[src/rtl/axsplit_pkg.sv]
package axsplit_pkg;

    // Controller states of the splitter.
    typedef enum logic [1:0] {
        ST_IDLE  = 2'd0,
        ST_ISSUE = 2'd1,
        ST_FAULT = 2'd2
    } split_state_e;

    // Width of the beat-size exponent.
    localparam int SIZE_W = 3;

endpackage

[src/rtl/axsplit_beats.sv]
// Converts a byte count into a beat count, rounding up to whole beats.
module axsplit_beats
    import axsplit_pkg::*;
#(
    parameter int CNT_W = 16
) (
    input  logic [CNT_W-1:0]  bytes_in,
    input  logic [SIZE_W-1:0] size_in,
    output logic [CNT_W-1:0]  beats_out
);

    localparam int WW = CNT_W + 1;

    logic [WW-1:0] round_up;
    logic [WW-1:0] shifted;

    always_comb begin
        round_up = {1'b0, bytes_in} + (WW'(1) << size_in) - WW'(1);
        shifted  = round_up >> size_in;
    end

    assign beats_out = CNT_W'(shifted);

endmodule

[src/rtl/axsplit_piece.sv]
// Sizes the next piece: the smallest of the outstanding beats, the beats left
// before the page edge, and the burst cap.
module axsplit_piece
    import axsplit_pkg::*;
#(
    parameter int PAGE_BITS = 12,
    parameter int CNT_W     = 16,
    parameter int MAX_BEATS = 256
) (
    input  logic [PAGE_BITS-1:0]           offs_in,
    input  logic [SIZE_W-1:0]              size_in,
    input  logic [CNT_W-1:0]               rem_in,
    output logic [$clog2(MAX_BEATS):0]     piece_beats,
    output logic                           piece_last
);

    localparam int CAP_W = $clog2(MAX_BEATS) + 1;
    localparam int MW    = (CNT_W > PAGE_BITS) ? CNT_W + 1 : PAGE_BITS + 1;

    logic [MW-1:0] room_bytes;
    logic [MW-1:0] room_beats;
    logic [MW-1:0] fit;
    logic [MW-1:0] capped;

    always_comb begin
        room_bytes = (MW'(1) << PAGE_BITS) - MW'(offs_in);
        room_beats = room_bytes >> size_in;
        fit        = (MW'(rem_in) < room_beats) ? MW'(rem_in) : room_beats;
    end

    // The cap comparator is needed only when a page can hold more beats than the cap.
    if (MAX_BEATS >= (1 << PAGE_BITS)) begin : g_nocap
        assign capped = fit;
    end else begin : g_cap
        assign capped = (fit > MW'(MAX_BEATS)) ? MW'(MAX_BEATS) : fit;
    end

    assign piece_beats = CAP_W'(capped);
    assign piece_last  = (MW'(rem_in) == capped);

endmodule

[src/rtl/axi_page_splitter.sv]
module axi_page_splitter
    import axsplit_pkg::*;
#(
    parameter  int ADDR_W    = 32,
    parameter  int CNT_W     = 16,
    parameter  int PAGE_BITS = 12,
    parameter  int MAX_BEATS = 256,
    localparam int LEN_W     = $clog2(MAX_BEATS)
) (
    input  logic              clk,
    input  logic              rst_n,
    input  logic              req_valid,
    output logic              req_ready,
    input  logic [ADDR_W-1:0] req_addr,
    input  logic [SIZE_W-1:0] req_size,
    input  logic [CNT_W-1:0]  req_bytes,
    output logic              req_err,
    output logic              cmd_valid,
    input  logic              cmd_ready,
    output logic [ADDR_W-1:0] cmd_addr,
    output logic [LEN_W-1:0]  cmd_len,
    output logic [SIZE_W-1:0] cmd_size,
    output logic              cmd_last
);

    localparam int CAP_W = LEN_W + 1;

    split_state_e      state_q, state_d;
    logic [ADDR_W-1:0] addr_q;
    logic [SIZE_W-1:0] size_q;
    logic [CNT_W-1:0]  rem_q;

    logic [CNT_W-1:0]  req_beats;
    logic [CAP_W-1:0]  piece;
    logic              piece_last;
    logic              take_req;
    logic              take_cmd;

    axsplit_beats #(.CNT_W(CNT_W)) u_beats (
        .bytes_in  (req_bytes),
        .size_in   (req_size),
        .beats_out (req_beats)
    );

    axsplit_piece #(
        .PAGE_BITS (PAGE_BITS),
        .CNT_W     (CNT_W),
        .MAX_BEATS (MAX_BEATS)
    ) u_piece (
        .offs_in     (addr_q[PAGE_BITS-1:0]),
        .size_in     (size_q),
        .rem_in      (rem_q),
        .piece_beats (piece),
        .piece_last  (piece_last)
    );

    assign take_req = req_valid && req_ready;
    assign take_cmd = cmd_valid && cmd_ready;

    // State register
    always_ff @(posedge clk or negedge rst_n) begin
        if (!rst_n) state_q <= ST_IDLE;
        else        state_q <= state_d;
    end

    // Next-state logic
    always_comb begin
        state_d = state_q;
        unique case (state_q)
            ST_IDLE: begin
                if (req_valid) state_d = (req_bytes == '0) ? ST_FAULT : ST_ISSUE;
            end
            ST_ISSUE: begin
                if (cmd_ready && piece_last) state_d = ST_IDLE;
            end
            ST_FAULT: state_d = ST_IDLE;
            default:  state_d = ST_IDLE;
        endcase
    end

    // Working registers: next address, beat size and outstanding beats
    always_ff @(posedge clk or negedge rst_n) begin
        if (!rst_n) begin
            addr_q <= '0;
            size_q <= '0;
            rem_q  <= '0;
        end else if (take_req) begin
            addr_q <= req_addr;
            size_q <= req_size;
            rem_q  <= req_beats;
        end else if (take_cmd) begin
            addr_q <= addr_q + (ADDR_W'(piece) << size_q);
            rem_q  <= rem_q - CNT_W'(piece);
        end
    end

    // Outputs
    always_comb begin
        req_ready = 1'b0;
        req_err   = 1'b0;
        cmd_valid = 1'b0;
        unique case (state_q)
            ST_IDLE:  req_ready = 1'b1;
            ST_ISSUE: cmd_valid = 1'b1;
            ST_FAULT: req_err   = 1'b1;
            default:  ;
        endcase
        cmd_addr = addr_q;
        cmd_len  = LEN_W'(piece - CAP_W'(1));
        cmd_size = size_q;
        cmd_last = piece_last;
    end

    // ---------------------------------------------------------------- checks
    logic [ADDR_W-1:0] chk_end;
    assign chk_end = cmd_addr + ((ADDR_W'(cmd_len) + ADDR_W'(1)) << cmd_size) - ADDR_W'(1);

    p_page_r3: assert property (@(posedge clk) disable iff (!rst_n)
        cmd_valid |-> (cmd_addr[ADDR_W-1:PAGE_BITS] == chk_end[ADDR_W-1:PAGE_BITS]));

    p_first_r5: assert property (@(posedge clk) disable iff (!rst_n)
        (req_valid && req_ready && req_bytes != '0) |=> (cmd_valid && cmd_addr == $past(req_addr)));

    p_contig_r5: assert property (@(posedge clk) disable iff (!rst_n)
        (cmd_valid && cmd_ready && !cmd_last) |=>
            (cmd_valid && cmd_addr == $past(cmd_addr) +
                ((ADDR_W'($past(cmd_len)) + ADDR_W'(1)) << $past(cmd_size))));

    p_size_r2: assert property (@(posedge clk) disable iff (!rst_n)
        (cmd_valid && cmd_ready && !cmd_last) |=> (cmd_size == $past(cmd_size)));

    p_free_r7: assert property (@(posedge clk) disable iff (!rst_n)
        (cmd_valid && cmd_ready && cmd_last) |=> req_ready);

    p_busy_r7: assert property (@(posedge clk) disable iff (!rst_n)
        (req_valid && req_ready && req_bytes != '0) |=> !req_ready);

    p_hold_r8: assert property (@(posedge clk) disable iff (!rst_n)
        (cmd_valid && !cmd_ready) |=>
            (cmd_valid && $stable(cmd_addr) && $stable(cmd_len) &&
             $stable(cmd_size) && $stable(cmd_last)));

    p_err_r9: assert property (@(posedge clk) disable iff (!rst_n)
        (req_valid && req_ready && req_bytes == '0) |=> (req_err && !cmd_valid));

    p_err_pulse_r9: assert property (@(posedge clk) disable iff (!rst_n)
        req_err |=> !req_err);

endmodule

[config.mk]
export PLATFORM = sky130hd
export DESIGN_NAME = axi_page_splitter
export DESIGN_NICKNAME = d
export VERILOG_FILES = /design/src/rtl/axsplit_pkg.sv /design/src/rtl/axsplit_beats.sv /design/src/rtl/axsplit_piece.sv /design/src/rtl/axi_page_splitter.sv
export SDC_FILE = /design/constraint.sdc
export NUM_CORES = 1
export LEC_CHECK = 0
export ABC_AREA = 1
export BUFFER_PORTS_ARGS = -buffer_cell sky130_fd_sc_hd__buf_2
export CAP_MARGIN = 40
export CORE_MARGIN = 1
export CORE_UTILIZATION = 64
export CTS_CLUSTER_DIAMETER = 60
export DETAILED_ROUTE_END_ITERATION = 12
export PLACE_DENSITY = 0.89
export SLEW_MARGIN = 30
export SYNTH_ARGS = -nofsm -noshare
export SYNTH_HDL_FRONTEND = slang
export SYNTH_SLANG_ARGS = --single-unit
[constraint.sdc]
create_clock -name clk -period 15.5 [get_ports clk]
set_input_delay 0.775 -clock clk [delete_from_list [all_inputs] [get_ports clk]]
set_output_delay 0.775 -clock clk [all_outputs]
set_load 0.02 [all_outputs]
# Word level (Yosys, flattened, before mapping)
# Cells that the tools add are included.
# totals
regBits	53
latchBits	0
ramBits	0
romBits	0
inputBits	55
word_cells	41
memories	0
# op_classes
addsub	6
mul	0
n_div	0
magnitude_cmp	2
n_eq_ne	5
shifts	4
muxes	13
bitwise_logic	0
n_reduce_logical	7
# ops
cell	n
32-bit 2-to-1 mux	2
17-bit 2-to-1 mux	2
32-bit adder	1
16-bit 2-to-1 mux	2
9-bit by 3-bit << shifter with 32-bit output	1
16-bit by 17-bit adder with 17-bit output	1
16-bit by 17-bit equality test with 1-bit output	1
17-bit by 9-bit > comparator with 1-bit output (second input constant)	1
16-bit by 17-bit < comparator with 1-bit output	1
1-bit by 3-bit << shifter with 17-bit output (first input constant)	1
17-bit by 3-bit >> shifter with 16-bit output	1
17-bit by 3-bit >> shifter with 17-bit output	1
17-bit by 1-bit subtractor with 17-bit output (second input constant)	1
16-bit logical NOT	1
16-bit by 9-bit subtractor with 16-bit output	1
13-bit by 12-bit subtractor with 14-bit output (first input constant)	1
8-bit by 1-bit subtractor with 8-bit output (second input constant)	1
2-bit 2-to-1 mux	3
2-bit != test (second input constant)	2
2-bit case mux with 2 select lines	1
1-bit logical AND	3
1-bit 2-to-1 mux	3
2-bit by 1-bit equality test with 1-bit output (second input constant)	1
2-bit equality test (second input constant)	1
other kinds (3)	3

# Depth between registers and ports, before layout
# Gate-level depths: netlist of run 1.
# logic_depth
word_depth	10
depth_mapped	49
mapped_depth_nobuf	47

# Cells and area by module
# Synthesis of run 1 repeated with hierarchy kept, for this count alone.
# hier_totals
hier_cells	1535
hier_area_um2	8624.5
# modules_own_cells
mod	instances	cells_per_inst	area_per_inst_um2	seq_area_each_um2
axi_page_splitter	1	863	5196.2	1326.3
axsplit_beats	1	354	1780.5	0.0
axsplit_piece	1	318	1647.8	0.0

# Worst setup path after synthesis of run 1
# No wires, ideal clock.
# synth_timing
path_kind	register to register
startpoint	reg addr_q[0] (netlist: cmd_addr[0])
endpoint	reg addr_q[28] (netlist: cmd_addr[28])
setup_time_ns	0.118
arrival_ns	6.131
t_required_ns	15.382
setup_slack_ns	9.252
path_stages_with_launch	47
n_path_buf	1
cell_sequence	dfrtp_1 -> inv_1 -> ha_1 -> inv_1 -> nor2_2 -> inv_1 -> nor2_2 -> nand2_1 -> nand2_1 -> nand3_1 -> nand3_1 -> nand2_1 -> nand2_1 -> nand2_1 -> ha_1 -> a21oi_1 -> o21a_1 -> o221ai_1 -> (+11 left out) -> fa_1 -> nand3_1 -> nand3_1 -> a21oi_1 -> o21ai_0 -> inv_1 -> nor2_1 -> nor2_1 -> o21a_1 -> o21ai_0 -> nand2_1 -> nand2_1 -> nand3_1 -> nor2_1 -> xor2_1 -> nand2_1 -> nand3_1 -> nand2_1
# synth_via
elab_chain_len	10
# synth_rtl
element	line_no	text
from (decl)	axi_page_splitter.sv:29	logic [ADDR_W-1:0] addr_q;
from (signal assigned)	axi_page_splitter.sv:88	addr_q <= req_addr;
from (signal assigned)	axi_page_splitter.sv:92	addr_q <= addr_q + (ADDR_W'(piece) << size_q);
13-bit by 12-bit subtractor with 14-bit output	axsplit_piece.sv:26	room_bytes = (MW'(1) << PAGE_BITS) - MW'(offs_in);
17-bit by 3-bit >> shifter with 17-bit output	axsplit_piece.sv:27	room_beats = room_bytes >> size_in;
16-bit by 17-bit < comparator with 1-bit output	axsplit_piece.sv:28	fit = (MW'(rem_in) < room_beats) ? MW'(rem_in) : room_beats;
17-bit 2-to-1 mux	axsplit_piece.sv:28	
17-bit by 9-bit > comparator with 1-bit output	axsplit_piece.sv:35	assign capped = (fit > MW'(MAX_BEATS)) ? MW'(MAX_BEATS) : fit;
17-bit 2-to-1 mux	axsplit_piece.sv:35	
9-bit by 3-bit << shifter with 32-bit output	axi_page_splitter.sv:92	
32-bit adder (*)	axi_page_splitter.sv:92	
32-bit 2-to-1 mux (*)	axi_page_splitter.sv:91	end else if (take_cmd) begin
32-bit 2-to-1 mux (*)	axi_page_splitter.sv:87	end else if (take_req) begin
# Mark *: on every way between the ends. The rest lies on a longest branch, timed or not. The select of a mux whose other input is x is not followed.
# A chain may end at the register's enable or synchronous reset.

# Final worst setup path of run 1
# layout_timing
startpoint	reg addr_q[0] (netlist: cmd_addr[0])
endpoint	reg addr_q[25] (netlist: cmd_addr[25])
# The elaborated chain is that of the path after synthesis.

==> metrics.md, run 1 <==
| Metric | Value |
|---|---|
| DP Wirelength | `15.2 mm` |
| Cell area power density | `226 mW/mm^2` |
| Summed negative setup slack over all endpoints | `0 ns` |
| Post-Synthesis Mean Instance Area | `6.23 um^2` |
| Crit path launch type | `register` |
| Total of hold buffers inserted after clock tree synthesis | `0` |
| Buffers on Ports | `101` |
| Crit path required time | `15.71 ns` |
| Final number of hold-violating endpoints | `0` |
| Site row count | `37` |
| Leading cell types by count after synthesis | `sky130_fd_sc_hd__nand2_1, sky130_fd_sc_hd__inv_1, sky130_fd_sc_hd__nand3_1` |
| Number of iterations in the first detailed-routing pass | `7` |
| CP max stage delay | `0.46 ns` |
| DR WL/cell | `14.5 um` |
| Overall fraction of global-route tracks in use | `33.9%` |
| Reg-to-reg slack, setup | `7.99 ns` |
| Warning count from the yosys run | `0` |
| Sequential cell fraction of total power | `16.9%` |
| DR WL met2 | `9.33 mm` |
| Slew Limit Fails | `0` |
| Arrival time reported for the critical path endpoint | `7.72 ns` |
| Cell taking the most area after synthesis | `sky130_fd_sc_hd__dfrtp_1` |
| Final #Nets | `1328` |
| Number of placed instances with taps included | `1328` |
| Post-CTS resize count | `0` |
| DRC violation total after the first TritonRoute iteration | `713` |
| Core Util, Final | `73.1%` |
| Fmax | `133 MHz` |
| Final setup violation count | `0` |
| Total die area | `0.0114 mm^2` |
| Crit-path slowest cell | `sky130_fd_sc_hd__dfrtp_1` |
| CP Class | `register to register` |
| Unrepaired setup endpoints after global routing | `no` |
| Final routed wirelength across all metal layers | `19.4 mm` |
| Critical path peak fanout | `26` |
| Result of the run | `complete, no violations` |
| Placeable core region | `0.0105 mm^2` |
| Switching power summed over all nets | `0.00103 W` |
| Clk sink count | `53` |
| Clock Latency Late Sink | `0.33 ns` |
| Cell count after synthesis | `1129` |
| Synth area leaders | `sky130_fd_sc_hd__dfrtp_1, sky130_fd_sc_hd__nand2_1, sky130_fd_sc_hd__ha_1` |
| Via count of the first global-routing pass | `6899` |
| Synth Register Bits | `53` |
| Number of distinct standard cells referenced by the synthesized netlist | `47` |
| Residual DRC count | `0` |
| Worst ir drop on vdd | `0.000154 V` |
| Most frequently used flop master after synthesis | `sky130_fd_sc_hd__dfrtp_1` |
| Number of antenna repair diodes | `0` |
| Leak Pwr | `4.06 nW` |
| Buffer count from post-CTS setup fixing | `0` |
| Cell with the most instances on the worst path | `sky130_fd_sc_hd__nand2_1` |
| Asr flop ratio synth | `100%` |
| Number of violations of the max-capacitance limit | `0` |
| IO Count | `102` |
| Syn nets | `1254` |
| Clk slew on worst S/H paths | `0.13 ns` |
| Number of routed nets with antenna violations | `0` |
| Layout Skew | `0.0179 ns` |
| Via total after detailed routing | `7799` |
| CTS tree | `built` |
| Die Span Y | `107 um` |
| Routed metal-1 wire length | `8.53 mm` |
| Die Span X | `107 um` |
| Internal Dissipation | `0.000714 W` |
| Endpoint type of the worst setup path | `register` |
| Root buffer cell | `sky130_fd_sc_hd__clkbuf_8` |
| Cell area after synthesis | `0.00703 mm^2` |
| Hold WC Path Type | `register to register` |
| Top Metal Used | `met4` |
| Number of flops mapped to enable cells by yosys | `0` |
| Routability congestion estimate | `0.948` |
| Fin crit period | `7.51 ns` |
| Switching share of power | `59.0%` |
| Initial antenna violation count | `0` |
| Maximum buffer depth of the clock tree | `2` |
| Largest net degree at the start of global routing | `57` |
| Sequential-to-total area share from yosys stat | `18.9%` |
| Filler-free cell count of the finished design | `1340` |
| Count leader, synth | `sky130_fd_sc_hd__nand2_1` |
| Starting utilization of the core area | `66.9%` |
| Fraction of layout cells with a size suffix above 1 | `12.9%` |
| Clock buffer count from CTS | `5` |
| Normalized max-slew margin | `47.2%` |
| Post-synth top area share | `18.9%` |
| First-pass GRT wire length | `31.7 mm` |
| Portion of total power attributed to the clock network | `5.1%` |
| Relative contribution of combinational cells to total power | `78.0%` |
| Final period utilization | `48.5%` |
| Layout area overhead | `9.21%` |
| Slew at the pin with the worst max-slew slack | `0.792 ns` |
| Length of routed met3 wiring | `1.20 mm` |
| Number of H-tree levels | `2` |
| Via-to-Cell Ratio | `5.82` |
| GR Overflow Total | `0` |
-- layout by cell type (no fill, tap or decap), drive strengths merged, types with 5 or more instances in the layout --
cell,n
nand2,296
inv,146
nand3,128
buf,108
nor2,102
o21ai,99
ha,67
a21oi,58
dfrtp,53
xor2,27
nand4,15
o211ai,13
a31oi,9
xnor2,9
o221ai,8
nor3,8
or2,8
o22ai,6
clkbuf,6
nor4,5
o21a,5
nand3b,5
-- worst paths after layout --
check | cells past startpoint | to | from
worst max register to register | 45 | cmd_addr[25] | cmd_addr[0]
max in group asynchronous | 2 | rem_q[5] | rst_n
min in group asynchronous | 2 | cmd_addr[9] | rst_n
worst min-delay path | 2 | cmd_addr[13] | cmd_addr[13]
worst max-delay path | 45 | cmd_addr[25] | cmd_addr[0]
worst min register to register | 2 | cmd_addr[13] | cmd_addr[13]
-- flip-flops by register name, indices dropped and copies added, names as in the netlist --
signal and count:
state_q 2, cmd_addr 32, rem_q 16, cmd_size 3
-- routing by layer --
layer  vias up  global-route usage [%]
li1       3897                       -
met1      3578                    45.1
met2       287                    59.4
met3        37                    2.92
met4         0                    8.12
met5         -                       0
-- power by group through the flow --
stage                     logic [W]  clock network [W]  registers, W
after floorplan            0.000992                  0      0.000311
after global placement      0.00129                  0      0.000300
after detailed placement    0.00132                  0      0.000301
after CTS                   0.00132          0.0000877      0.000299
after global routing        0.00151          0.0000937      0.000300
final                       0.00136          0.0000894      0.000294
-- cell families after synthesis --
kind of cell               count (synthesis)  synth area share, %
AOI/OAI and AO/OA                        215                 17.5
and+or+nand+nor                          567                 35.6
xor gates and xnor gates                  36                 4.48
DFF                                       53                 18.9
muxes                                      1                0.142
adders and majority gates                 70                 12.8
buffers and inverters                    187                 10.6
-- metrics by stage --
stage	worst slack, ns	area [um^2]	hold WS (ns)	total power, W
final	7.99	7680	0.539	0.00174
after global routing	7.11	7680	0.560	0.00191
after CTS	7.64	7640	0.537	0.00171
after detailed placement	7.66	7550	0.510	0.00162
after global placement	8.05	7530	0.501	0.00159
after floorplan	9.25	7030	0.479	0.00130
-- worst max-delay path, delay by kind of cell, from the launching register on --
kind            cells  cell delay (ns)
compound gates     13             2.43
fa+ha+maj           3             0.72
buf+inv             4             0.57
flops               1             0.46
simple gates       25             3.18
-- cell type report --
cell class / count / area [um^2]
Multi-Input combinational cell: 889 / 4960
Fill cell: 932 / 2830
Sequential cell: 53 / 1330
Timing Repair Buffer: 109 / 586
Inverter: 145 / 544
Tap cell: 136 / 170
Clock buffer: 5 / 68.8
Clock inverter: 3 / 25.0
Note: power is estimated with default switching activity, not from simulation.
==> run 2, diff against run 1 <==
- CORE_UTILIZATION: 64 -> 54
- PLACE_DENSITY: 0.89 -> 0.8
- clock period: 15.5 -> 6.1 ns (I/O delays scaled with it)
==> metrics.md, run 2 (same netlist as run 1, synthesis figures left out) <==
| Metric | Value |
|---|---|
| Reg-to-Reg End | `cmd_addr[20]` |
| Die Span Y | `116 um` |
| Hold WC Path Type | `input port to async pin` |
| Number of H-tree levels | `2` |
| Via total after detailed routing | `8160` |
| Area used by multi-input combinational logic | `0.00558 mm^2` |
| Clock buffer count from CTS | `5` |
| Fraction of layout cells with a size suffix above 1 | `27.2%` |
| Starting utilization of the core area | `55.5%` |
| Placeable core region | `0.0127 mm^2` |
| Crit path required time | `6.30 ns` |
| Clock Latency Late Sink | `0.31 ns` |
| CTS tree | `built` |
| Via-to-Cell Ratio | `5.63` |
| Clk sink count | `53` |
| Endpoint type of the worst setup path | `register` |
| Slew Limit Fails | `0` |
| Normalized max-slew margin | `50.8%` |
| Arrival time reported for the critical path endpoint | `6.27 ns` |
| Root buffer cell | `sky130_fd_sc_hd__clkbuf_16` |
| Buffers on Ports | `101` |
| Total die area | `0.0135 mm^2` |
| Worst reg2reg startpoint | `cmd_addr[1]` |
| DRC violation total after the first TritonRoute iteration | `550` |
| Depth of the worst register-to-register path | `48` |
| Maximum buffer depth of the clock tree | `2` |
| Number of routed nets with antenna violations | `0` |
| IO Count | `102` |
| Core Util, Final | `70.9%` |
| Most common library cell in the layout ignoring fill and taps | `sky130_fd_sc_hd__nand2_1` |
| Instance count on the critical path | `48` |
| Buffer and inverter count on the worst path | `8` |
| Worst ir drop on vdd | `0.000335 V` |
| Most frequent cells in the layout | `sky130_fd_sc_hd__nand2_1, sky130_fd_sc_hd__inv_1, sky130_fd_sc_hd__buf_2` |
| Layout area overhead | `27.7%` |
| Via count of the first global-routing pass | `7231` |
| Leak Pwr | `4.55 nW` |
| Final period utilization | `99.5%` |
| Layout Skew | `0.0113 ns` |
| First-pass GRT wire length | `33.9 mm` |
| Result of the run | `complete, no violations` |
| Overall fraction of global-route tracks in use | `31.8%` |
| Site row count | `41` |
| Critical path endpoint | `cmd_addr[20]` |
| Routability congestion estimate | `0.934` |
| Fmax | `165 MHz` |
| Slew at the pin with the worst max-slew slack | `0.737 ns` |
| Final number of hold-violating endpoints | `0` |
| Critical path peak fanout | `8` |
| Setup Slack @ Placement | `-0.171 ns` |
| Final setup violation count | `0` |
| Final #Nets | `1401` |
| Final routed wirelength across all metal layers | `21.9 mm` |
| CP max stage delay | `0.39 ns` |
| Unrepaired setup endpoints after global routing | `yes` |
| Largest net degree at the start of global routing | `54` |
| DR WL/cell | `15.1 um` |
| Cell area power density | `614 mW/mm^2` |
| Largest register FFs | `32` |
| Number of violations of the max-capacitance limit | `0` |
| Least setup slack across all paths after layout | `0.0286 ns` |
| Fin crit period | `6.07 ns` |
| Initial antenna violation count | `0` |
| Gate family responsible for the most delay along the worst path | `simple AND/OR/NAND/NOR gates` |
| Reg-to-reg slack, setup | `0.03 ns` |
| Critical path startpoint | `cmd_addr[1]` |
| GR Overflow Total | `0` |
| DP Wirelength | `16.4 mm` |
| Number of fillers in the final layout | `1117` |
| Residual DRC count | `0` |
| Crit-path slowest cell | `sky130_fd_sc_hd__dfrtp_1` |
| Crit path launch type | `register` |
| Die Span X | `116 um` |
| Clk slew on worst S/H paths | `0.08 ns` |
| Number of antenna repair diodes | `0` |
| Register area | `0.00133 mm^2` |
| CP Class | `register to register` |
| Number of iterations in the first detailed-routing pass | `5` |
[run 2: layer usage]
metal | part of all wire (%) | GRT usage [%] | vias to the layer above
met3 | 4.6 | 3.68 | 59
met5 | 0 | 0 | -
met1 | 44 | 41.7 | 3777
met2 | 48 | 55.3 | 255
met4 | 2.9 | 8.63 | 0
li1 | - | - | 4069
[run 2: worst min path at each step]
stage / start / end / slack [ns] / cells after the start
2_1_floorplan: rst_n / cmd_addr[0] / 0.009 / 0
3_3_place_gp: rst_n / cmd_addr[11] / 0.47 / 2
3_5_place_dp: rst_n / cmd_addr[10] / 0.47 / 2
4_1_cts: rst_n / cmd_addr[10] / 0.14 / 2
5_1_grt: rst_n / cmd_addr[11] / 0.18 / 2
6_report: rst_n / cmd_addr[10] / 0.12 / 2
[run 2: what timing repair did]
action	in CTS	in global routing
pin swaps	3	65
resized for setup	12	151
hold buffers	0	0
gates cloned	1	0
setup buffers	1	14
setup endpoints to repair	13	32
[run 2: area by class of cell]
cell class / instances / share of cell area (%)
multi-input cells: 890 / 62.2
flip-flops and latches: 53 / 14.8
repair buffers: 181 / 12.9
inverters: 145 / 6.06
well taps: 172 / 2.40
clock buffers: 5 / 1.39
clock inverters: 3 / 0.320
[run 2: power by group]
part	internal, W	switching, W	total (W)
clock network	0.000159	0.000156	0.000315
registers	0.000507	0.000215	0.000722
logic	0.00180	0.00268	0.00448
[run 2: stage by stage]
stage	cells	hold slack, ns	total power (W)	TNS (ns)	cell area (um^2)
3_5_place_dp	1425	0.475	0.00451	-0.775	8070
3_3_place_gp	1423	0.471	0.00445	-0.200	8040
5_1_grt	1449	0.185	0.00600	-7.40	8980
2_1_floorplan	1129	0.00941	0.00331	0	7040
4_1_cts	1435	0.140	0.00487	0	8270
6_report	1449	0.115	0.00552	0	8980
[run 2: worst reg2reg max path, delay by kind of cell (launching register included)]
kind / cells / cell delay (ns)
xor+xnor: 1 / 0.15
compound gates: 12 / 1.59
flops: 1 / 0.39
fa+ha+maj: 2 / 0.52
buf+inv: 8 / 0.91
simple gates: 25 / 2.40
==> run 3, diff against run 2 <==
- CORE_ASPECT_RATIO: default -> 1.4
- CORE_UTILIZATION: 54 -> 55
- SYNTH_HIERARCHICAL: default -> 1
==> metrics.md, run 3 <==
| Metric | Value |
|---|---|
| Result of the run | `complete, no violations` |
| Fraction of layout cells with a size suffix above 1 | `14.3%` |
| Synth area leaders | `sky130_fd_sc_hd__nand2_1, sky130_fd_sc_hd__dfrtp_1, sky130_fd_sc_hd__nand3_1` |
| Total die area | `0.0162 mm^2` |
| Met2 routing resource usage after global routing | `56.4%` |
| DP Wirelength | `19.7 mm` |
| Placeable core region | `0.0152 mm^2` |
| Cell with the most instances on the worst path | `sky130_fd_sc_hd__nand2_1` |
| Core Util, Final | `63.7%` |
| Hold_ws | `0.115 ns` |
| Final setup violation count | `0` |
| Hold WC Path Type | `input port to async pin` |
| Residual DRC count | `0` |
| Slew at the pin with the worst max-slew slack | `0.733 ns` |
| Most congested layer reported by global routing | `met2` |
| Buffers on Ports | `101` |
| Number of H-tree levels | `2` |
| Crit path launch type | `register` |
| Synth Register Bits | `53` |
| Via-to-Cell Ratio | `5.49` |
| GR Overflow Total | `0` |
| Clock Latency Late Sink | `0.31 ns` |
| Most common library cell in the layout ignoring fill and taps | `sky130_fd_sc_hd__nand2_1` |
| Final routed wirelength across all metal layers | `25.2 mm` |
| Maximum buffer depth of the clock tree | `2` |
| Die Span Y | `150 um` |
| CP Class | `register to register` |
| Root buffer cell | `sky130_fd_sc_hd__clkbuf_16` |
| First-pass GRT wire length | `40.9 mm` |
| Cell taking the most area after synthesis | `sky130_fd_sc_hd__nand2_1` |
| Number of routed nets with antenna violations | `0` |
| Final #Nets | `1750` |
| IO Count | `102` |
| Normalized max-slew margin | `51.1%` |
| Sequential-to-total area share from yosys stat | `15.4%` |
| DRC violation total after the first TritonRoute iteration | `723` |
| Critical path peak fanout | `17` |
| Fin crit period | `5.65 ns` |
| Largest net degree at the start of global routing | `81` |
| CP max stage delay | `0.45 ns` |
| Crit path required time | `6.31 ns` |
| Warning count from the yosys run | `6` |
| Via count of the first global-routing pass | `9042` |
| Count leader, synth | `sky130_fd_sc_hd__nand2_1` |
| Most frequently used flop master after synthesis | `sky130_fd_sc_hd__dfrtp_1` |
| Layout Skew | `0.0172 ns` |
| Fraction of met1 tracks used by global routing | `36.7%` |
| Cell count after synthesis | `1535` |
| Routability congestion estimate | `0.976` |
| Die Span X | `108 um` |
| Summed negative setup slack over all endpoints | `0 ns` |
| Largest register FFs | `32` |
| Final period utilization | `92.7%` |
| Asr flop ratio synth | `100%` |
| CTS tree | `built` |
| Final number of hold-violating endpoints | `0` |
| Endpoint type of the worst setup path | `register` |
| Number of violations of the max-capacitance limit | `0` |
| Crit-path slowest cell | `sky130_fd_sc_hd__dfrtp_2` |
| Slew Limit Fails | `0` |
| Leading cell types by count after synthesis | `sky130_fd_sc_hd__nand2_1, sky130_fd_sc_hd__inv_1, sky130_fd_sc_hd__nand3_1` |
| Number of distinct standard cells referenced by the synthesized netlist | `48` |
| Via total after detailed routing | `10000` |
| Most frequent cells in the layout | `sky130_fd_sc_hd__nand2_1, sky130_fd_sc_hd__inv_1, sky130_fd_sc_hd__nand3_1` |
| Number of flops mapped to enable cells by yosys | `0` |
| Clk slew on worst S/H paths | `0.08 ns` |
| Fmax | `177 MHz` |
| Post-synth top area share | `22.8%` |
| Overall fraction of global-route tracks in use | `31.4%` |
| Initial antenna violation count | `0` |
| Global-route track usage on met3 | `3.55%` |
| Layout area overhead | `12.1%` |
| Cell area after synthesis | `0.00862 mm^2` |
| Clk sink count | `53` |
| Number of antenna repair diodes | `0` |
| Arrival time reported for the critical path endpoint | `5.86 ns` |
| Post-Synthesis Mean Instance Area | `5.62 um^2` |
| Clock buffer count from CTS | `5` |
| DR WL/cell | `13.8 um` |
| Number of iterations in the first detailed-routing pass | `6` |
| Syn nets | `1655` |
| Starting utilization of the core area | `56.8%` |
| Site row count | `53` |
run 3: kinds of logic after synthesis:
| family | share of synthesized area, % |
|---|---|
| compound gates | 10.8 |
| fa+ha+maj | 9.69 |
| buf+inv | 13.4 |
| flops | 15.4 |
| xor+xnor | 2.94 |
| simple gates | 47.3 |
| mux | 0.580 |
run 3: layout make-up:
| type | instances | area (um^2) |
|---|---|---|
| Clock inverter | 3 | 43.8 |
| Timing Repair Buffer | 128 | 768 |
| Sequential cell | 53 | 1330 |
| Fill cell | 1503 | 5520 |
| Tap cell | 192 | 240 |
| Inverter | 253 | 950 |
| Clock buffer | 5 | 125 |
| Multi-Input combinational cell | 1189 | 6210 |
run 3: path summary, 6_finish.rpt:
check	slack, ns	cells past startpoint	end	startpoint
setup / recovery	0.45	45	cmd_addr[21]	cmd_addr[1]
hold / removal	0.12	2	cmd_addr[3]	rst_n
setup reg to reg	0.45	45	cmd_addr[21]	cmd_addr[1]
hold reg to reg	0.54	2	cmd_addr[26]	cmd_addr[26]
max in group asynchronous	5.43	2	cmd_addr[1]	rst_n
min in group clk	0.25	3	cmd_addr[3]	req_addr[3]
run 3: per-layer routing:
metal | routed length (um) | part of all wire [%] | up-vias
met5 | 0 | 0 | -
met4 | 985 | 3.9 | 0
met3 | 1540 | 6.1 | 81
met2 | 12400 | 49 | 365
met1 | 10300 | 41 | 4483
li1 | - | - | 5077
run 3: timing repair:
action,4_1_cts,5_1_grt
buffers inserted,0,5
hold buffers,0,0
resized for setup,0,31
setup endpoints to repair,0,31
run 3: stage by stage:
stage / instances / setup WS, ns / instance area, um^2
floorplan: 1535 / 0.720 / 8620
global placement: 1806 / 0.241 / 9310
detailed placement: 1806 / 0.0853 / 9310
CTS: 1814 / 0.0695 / 9480
global route: 1823 / -0.0322 / 9670
finish: 1823 / 0.447 / 9670
run 3: worst max-delay path, delay by kind of cell, from the launching register on:
kind | cells | cell delay [ns]
AO/OA/AOI/OAI | 8 | 1.09
multiplexers | 1 | 0.16
adder cells (fa/ha/maj) | 3 | 0.78
AND/OR/NAND/NOR | 26 | 2.36
flip-flops | 1 | 0.45
buffers and inverters | 7 | 0.69
Power of run 3 is not shown: default switching activity piles up to over one toggle a cycle in this logic, so the estimate is an artifact.
